File: src/rtl/uwPkg.sv
package uwPkg;

  typedef enum logic [1:0] {
    UW_IDLE     = 2'd0,
    UW_FETCH_SR = 2'd1,
    UW_FETCH_PC = 2'd2
  } uwState_t;

  // strobes from the sequencer to the datapath
  typedef struct packed {
    logic captureArgs;  // latch stack pointer and return-instruction address
    logic captureSr;    // keep status image and format of a good frame
    logic captureErr;   // publish faulting PC
    logic commit;       // write SR, PC and SP together
    logic pickSecond;   // address the second longword
  } uwStrobes_t;

endpackage

File: src/rtl/uwDatapath.sv
module uwDatapath
  import uwPkg::*;
#(
  parameter int ADDR_W  = 32,
  parameter int DATA_W  = 32,
  parameter int SR_W    = 16,
  parameter int FMT_W   = 4,
  parameter int FMT_LSB = 28,
  parameter int FMT_MIN = 4,
  parameter int FMT_MAX = 7
) (
  input  logic              clk,
  input  logic              rstN,
  input  uwStrobes_t        strobes,
  input  logic [ADDR_W-1:0] curSp,
  input  logic [ADDR_W-1:0] rteAddr,
  input  logic [DATA_W-1:0] memData,
  output logic              fmtOk,
  output logic [ADDR_W-1:0] memAddr,
  output logic [SR_W-1:0]   newSr,
  output logic [ADDR_W-1:0] newPc,
  output logic [ADDR_W-1:0] newSp,
  output logic [ADDR_W-1:0] fmtErrPc
);

  localparam int WORD_BYTES = DATA_W / 8;
  localparam logic [ADDR_W-1:0] STEP = ADDR_W'(WORD_BYTES);

  logic [ADDR_W-1:0] spReg;
  logic [ADDR_W-1:0] retPcReg;
  logic [SR_W-1:0]   srStage;
  logic [FMT_W-1:0]  fmtStage;
  logic [FMT_W-1:0]  fmtField;
  logic [ADDR_W-1:0] spAfterFirst;

  assign fmtField     = memData[FMT_LSB +: FMT_W];
  assign fmtOk        = (fmtField >= FMT_W'(FMT_MIN)) && (fmtField <= FMT_W'(FMT_MAX));
  assign spAfterFirst = spReg + STEP;
  assign memAddr      = strobes.pickSecond ? spAfterFirst : spReg;

  always_ff @(posedge clk) begin
    if (!rstN) begin
      spReg    <= '0;
      retPcReg <= '0;
      srStage  <= '0;
      fmtStage <= '0;
    end else begin
      if (strobes.captureArgs) begin
        spReg    <= curSp;
        retPcReg <= rteAddr;
      end
      if (strobes.captureSr) begin
        srStage  <= memData[SR_W-1:0];
        fmtStage <= fmtField;
      end
    end
  end

  always_ff @(posedge clk) begin
    if (!rstN) begin
      newSr    <= '0;
      newPc    <= '0;
      newSp    <= '0;
      fmtErrPc <= '0;
    end else begin
      if (strobes.commit) begin
        newSr <= srStage;
        newPc <= memData[ADDR_W-1:0];
        newSp <= spAfterFirst + ADDR_W'(fmtStage);
      end
      if (strobes.captureErr) begin
        fmtErrPc <= retPcReg;
      end
    end
  end

endmodule

File: src/rtl/uwControl.sv
module uwControl
  import uwPkg::*;
(
  input  logic       clk,
  input  logic       rstN,
  input  logic       startPulse,
  input  logic       memValid,
  input  logic       memErr,
  input  logic       fmtOk,
  output uwStrobes_t strobes,
  output logic       memReq,
  output logic       busy,
  output logic       done,
  output logic       fmtErr,
  output logic       busFault
);

  uwState_t state;
  uwState_t stateNext;
  logic     gotData;

  assign gotData = memValid && !memErr;
  assign memReq  = (state != UW_IDLE);
  assign busy    = memReq;

  always_comb begin
    strobes             = '0;
    strobes.captureArgs = (state == UW_IDLE) && startPulse;
    strobes.captureSr   = (state == UW_FETCH_SR) && gotData && fmtOk;
    strobes.captureErr  = (state == UW_FETCH_SR) && gotData && !fmtOk;
    strobes.commit      = (state == UW_FETCH_PC) && gotData;
    strobes.pickSecond  = (state == UW_FETCH_PC);
  end

  always_comb begin
    stateNext = state;
    unique case (state)
      UW_IDLE:     if (startPulse) stateNext = UW_FETCH_SR;
      UW_FETCH_SR: begin
        if (memErr)       stateNext = UW_IDLE;
        else if (memValid) stateNext = fmtOk ? UW_FETCH_PC : UW_IDLE;
      end
      UW_FETCH_PC: if (memErr || memValid) stateNext = UW_IDLE;
      default:     stateNext = UW_IDLE;
    endcase
  end

  always_ff @(posedge clk) begin
    if (!rstN) begin
      state    <= UW_IDLE;
      done     <= 1'b0;
      fmtErr   <= 1'b0;
      busFault <= 1'b0;
    end else begin
      state    <= stateNext;
      done     <= strobes.commit;
      fmtErr   <= strobes.captureErr;
      busFault <= memReq && memErr;
    end
  end

endmodule

File: src/rtl/rteUnwinder.sv
module rteUnwinder
  import uwPkg::*;
#(
  parameter int ADDR_W  = 32,
  parameter int DATA_W  = 32,
  parameter int SR_W    = 16,
  parameter int FMT_W   = 4,
  parameter int FMT_LSB = 28,
  parameter int FMT_MIN = 4,
  parameter int FMT_MAX = 7
) (
  input  logic              clk,
  input  logic              rstN,
  input  logic              startPulse,
  input  logic [ADDR_W-1:0] curSp,
  input  logic [ADDR_W-1:0] rteAddr,
  output logic              memReq,
  output logic [ADDR_W-1:0] memAddr,
  input  logic              memValid,
  input  logic [DATA_W-1:0] memData,
  input  logic              memErr,
  output logic              busy,
  output logic              done,
  output logic [SR_W-1:0]   newSr,
  output logic [ADDR_W-1:0] newPc,
  output logic [ADDR_W-1:0] newSp,
  output logic              fmtErr,
  output logic [ADDR_W-1:0] fmtErrPc,
  output logic              busFault
);

  uwStrobes_t strobes;
  logic       fmtOk;

  uwControl uCtrl (
    .clk       (clk),
    .rstN      (rstN),
    .startPulse(startPulse),
    .memValid  (memValid),
    .memErr    (memErr),
    .fmtOk     (fmtOk),
    .strobes   (strobes),
    .memReq    (memReq),
    .busy      (busy),
    .done      (done),
    .fmtErr    (fmtErr),
    .busFault  (busFault)
  );

  uwDatapath #(
    .ADDR_W (ADDR_W),
    .DATA_W (DATA_W),
    .SR_W   (SR_W),
    .FMT_W  (FMT_W),
    .FMT_LSB(FMT_LSB),
    .FMT_MIN(FMT_MIN),
    .FMT_MAX(FMT_MAX)
  ) uData (
    .clk     (clk),
    .rstN    (rstN),
    .strobes (strobes),
    .curSp   (curSp),
    .rteAddr (rteAddr),
    .memData (memData),
    .fmtOk   (fmtOk),
    .memAddr (memAddr),
    .newSr   (newSr),
    .newPc   (newPc),
    .newSp   (newSp),
    .fmtErrPc(fmtErrPc)
  );

endmodule

File: config.mk
export PLATFORM = sky130hd
export DESIGN_NAME = rteUnwinder
export DESIGN_NICKNAME = d
export VERILOG_FILES = /design/src/rtl/uwPkg.sv /design/src/rtl/uwDatapath.sv /design/src/rtl/uwControl.sv /design/src/rtl/rteUnwinder.sv
export SDC_FILE = /design/constraint.sdc
export NUM_CORES = 1
export LEC_CHECK = 0
export ABC_AREA = 1
export BUFFER_PORTS_ARGS = -buffer_cell sky130_fd_sc_hd__buf_2
export CORE_UTILIZATION = 23
export CTS_BUF_LIST = sky130_fd_sc_hd__clkbuf_8
export DETAILED_ROUTE_END_ITERATION = 6
export PLACE_DENSITY = 0.51
export SYNTH_ARGS = -nofsm -noshare
export SYNTH_HDL_FRONTEND = slang
export SYNTH_SLANG_ARGS = --single-unit
export TNS_END_PERCENT = 10
File: constraint.sdc
create_clock -name clk -period 4.3 [get_ports clk]
set_input_delay 0 -clock clk [delete_from_list [all_inputs] [get_ports clk]]
set_output_delay 0 -clock clk [all_outputs]
set_load 0.01 [all_outputs]
==> out/results.ini <==
[critical_path]
end_kind=output port
cp_cell_sequence=nand2_1 > nor2_2 > inv_1 > nor2_4 > nand2_2 > nor2_1 > nand3_1 > xor2_1 > nand2_1 > o21ai_0 > buf_2
crit_path_top_delay_cell=dfxtp_1
reg2reg_setup_slack_ns=1.80
cp_data_required_time_ns=4.30
critical_path.n_buffers_inverters=2
crit_path_frequent_cell=nand2_1
worst-endpoint-arrival_ns=2.65
path_max_fanout=6
critPathMaxStageDelay_ns=0.43
critical_path.top_delay_family=simple AND/OR/NAND/NOR gates
cp-start-kind=flip-flop
worst_path_class_setup=flip-flop to output port

[clock_network]
h-tree-depth=2
post-cts-setup-buffers=0
worst_skew_pair.late_latency_ns=0.58
cts_buffers=39
post_cts_resize_count=0
cts_root_buffer=clkbuf_8
clock-sinks=201
cts_tree=done
path_clk_slew_ns=0.06
cts.path.max_buffers=3

[floorplanning]
num_io_pins=250
die_width_um=201
core_area_um2=38800
die_area_um2=40300
initial_core_util_pct=23.4
dieHeight_um=201
num_rows=72

[pwr]
reg_power_share_pct=42.1
p_sw_uw=1220
share_comb_of_total_power_pct=10.3
powerDensity_nw_per_um2=369
leakagePower_uw=0.00598
power.switching_fraction_pct=25.9
vdd_ir_drop_max_mv=0.224
cellInternalPower_uw=3490
pwr-share-clk_pct=47.6

[yosys]
post_synth_inst_count=1330
synth_top_cells_by_area=dfxtp_1 44%, nor2_1 13%, o21ai_0 12%
ys_ff_latch=201
syn_area_per_cell_um2=6.84
netlist-cell-type-count=32
post_synth_net_total=1437
yosys.area.top_type=dfxtp_1
yosys_warnings=0
synth.cell_area_um2=9090
synth_largest_type_area_fraction_pct=44.2
synth-seq-area-share_pct=44.2

[detailed_routing]
vias=9575
drc=0
route.detailed.vias_per_inst=4.33
detail_route.first_pass.iterations=5
drt-initial-drc-count=492
antenna_violating_nets_post_route=0
drt-wirelength-per-cell_um=14.7
drt_wl_total_mm=32.6

[final_layout]
drive_above_1_share_pct=21.9
fin_nets=1770
antenna_cells_inserted=0
multiInputGateArea_um2=4380
finalInstanceArea_um2=12800
synthToLayoutAreaGrowth_pct=40.3
sequential_cell_area_um2=4020
fillCellCount=4225
layout.cells.non_filler=2212

[sta]
slew_violations=0
finalSetupViolCount=0
hold_ws_ns=0.0337
timing.final.crit_share_pct=61.7
timing.max_slew.rel_slack_pct=38.9
min_period_ns=2.65
max_freq_ghz=0.377
clock-skew-final_ns=0.0227
timing.setup.tns_ns=0
timing.final.hold_violations=0
tightestPinTransition_ns=0.916
setup_repair_after_global_routing_missed_its_margin=false

[global_routing]
first_global_vias=9417
antenna_found_initial=0
globalRouteOverflowTotal=0
maximum_number_of_pins_on_one_net_before_global_route_repair=98
groute.usage.overall_pct=16.1
grt_first_pass_wirelength_mm=51.6

[place]
detailed_place_hpwl_mm=23.0
dpl-instance-area_um2=10800
port_buffers=249
finalWeightedCongestion=0.948
dpl_cells=2039

[min_path]
hp-class=input port to flip-flop

[flow_run]
timing.max_cap.violations=0

[outcome]
outcome=finished, final reports clean

-- cell usage in the layout, fill, tap and decap left out, drive strengths merged, types with 2 or more instances in the layout --
master | netlist | layout
buf | 10 | 261
o21ai | 216 | 216
a21oi | 79 | 79
clkbuf | 60 | 54
clkinv | 3 | 7
ha | 5 | 5
xor2 | 12 | 12
nand2 | 228 | 228
o221ai | 2 | 2
nand3b | 4 | 4
dlygate4sd3 | 0 | 101
bufinv | 0 | 4
xnor2 | 4 | 4
nor3 | 5 | 5
nand3 | 51 | 51
o211ai | 2 | 2
nor2 | 328 | 328
inv | 111 | 120
dfxtp | 201 | 201
nand4 | 6 | 6
-- metrics by stage --
step	total power, uW	worst slack [ns]	utilization (%)
after floorplan	2250	2.12	-
after global placement	2440	1.87	27.9
after detailed placement	2440	1.83	27.9
after CTS	4800	1.58	32.9
after global routing	4940	1.46	32.9
final	4700	1.65	32.9
-- final timing paths --
kind                    startpoint          endpoint  depth (start not counted)
setup reg to reg    uData.spReg[2]   uData.newSp[20]                         15
hold / removal          startPulse    uData.spReg[4]                          3
hold reg to reg   uData.srStage[7]  uData.srStage[7]                          2
setup / recovery   uData.spReg[12]       memAddr[31]                         11
-- synthesized netlist by cell type (all sizes together) --
cell type and n:
dfxtp 201, nand4 6, o21ai 216, nor3 5, xnor2 4, nand2 228, ha 5, buf 10
o221ai 2, clkbuf 60, clkinv 3, inv 111, a21oi 79, nand3 51, fa 1, nor2 328
a21o 1, xor2 12, nand3b 4, and2 1, o211ai 2
-- worst register-to-register path: cells and delay by family (launching register included) --
| family | cells | cell delay (ns) |
|---|---|---|
| AOI/OAI and AO/OA | 1 | 0.10 |
| adders and majority gates | 2 | 0.67 |
| buffers and inverters | 2 | 0.08 |
| DFF | 1 | 0.34 |
| and+or+nand+nor | 10 | 1.21 |
-- layer usage --
| layer | part of all wire (%) | GRT usage (%) | up-vias | wire [um] |
|---|---|---|---|---|
| met5 | 0 | 0 | - | 0 |
| met1 | 44 | 20.2 | 4299 | 14400 |
| li1 | - | - | 4928 | - |
| met4 | 1.8 | 5.26 | 0 | 581 |
| met2 | 46 | 26.8 | 303 | 15100 |
| met3 | 7.5 | 4.33 | 45 | 2460 |
-- registers in the layout, indices dropped and copies added (netlist names), 2 cells and up --
register,cells
uData.newSr,16
uData.newSp,32
uData.fmtErrPc,32
uData.retPcReg,32
uData.fmtStage,4
uData.srStage,16
uData.spReg,32
uData.newPc,32
uCtrl.state,2
-- timing repair --
item                       CTS  global route
hold buffers               101             0
setup endpoints to repair    0             0
hold endpoints to repair   130             0
-- power groups by stage --
| stage | Clock, uW | Sequential, uW | Combinational (uW) |
|---|---|---|---|
| floorplan | 0 | 2010 | 239 |
| global placement | 0 | 2020 | 419 |
| detailed placement | 0 | 2020 | 420 |
| CTS | 2330 | 1980 | 493 |
| global route | 2410 | 1990 | 546 |
| finish | 2240 | 1980 | 487 |
-- logic make-up after synthesis --
family,Yosys count,share of synthesized area (%)
AND/OR/NAND/NOR,623,28.8
AO/OA/AOI/OAI,300,16.7
adder cells (fa/ha/maj),6,0.908
XOR/XNOR,16,1.54
flip-flops,201,44.2
buffers and inverters,184,7.77
-- area by class of cell --
type,instances,share of cell area (%)
multi-input combinational,945,34.3
tap,518,5.08
clock inverter,18,1.46
clock buffer,54,5.83
sequential,201,31.5
inverter,114,3.35
timing repair buffer,362,18.4
Note: power is estimated with default switching activity, not from simulation.
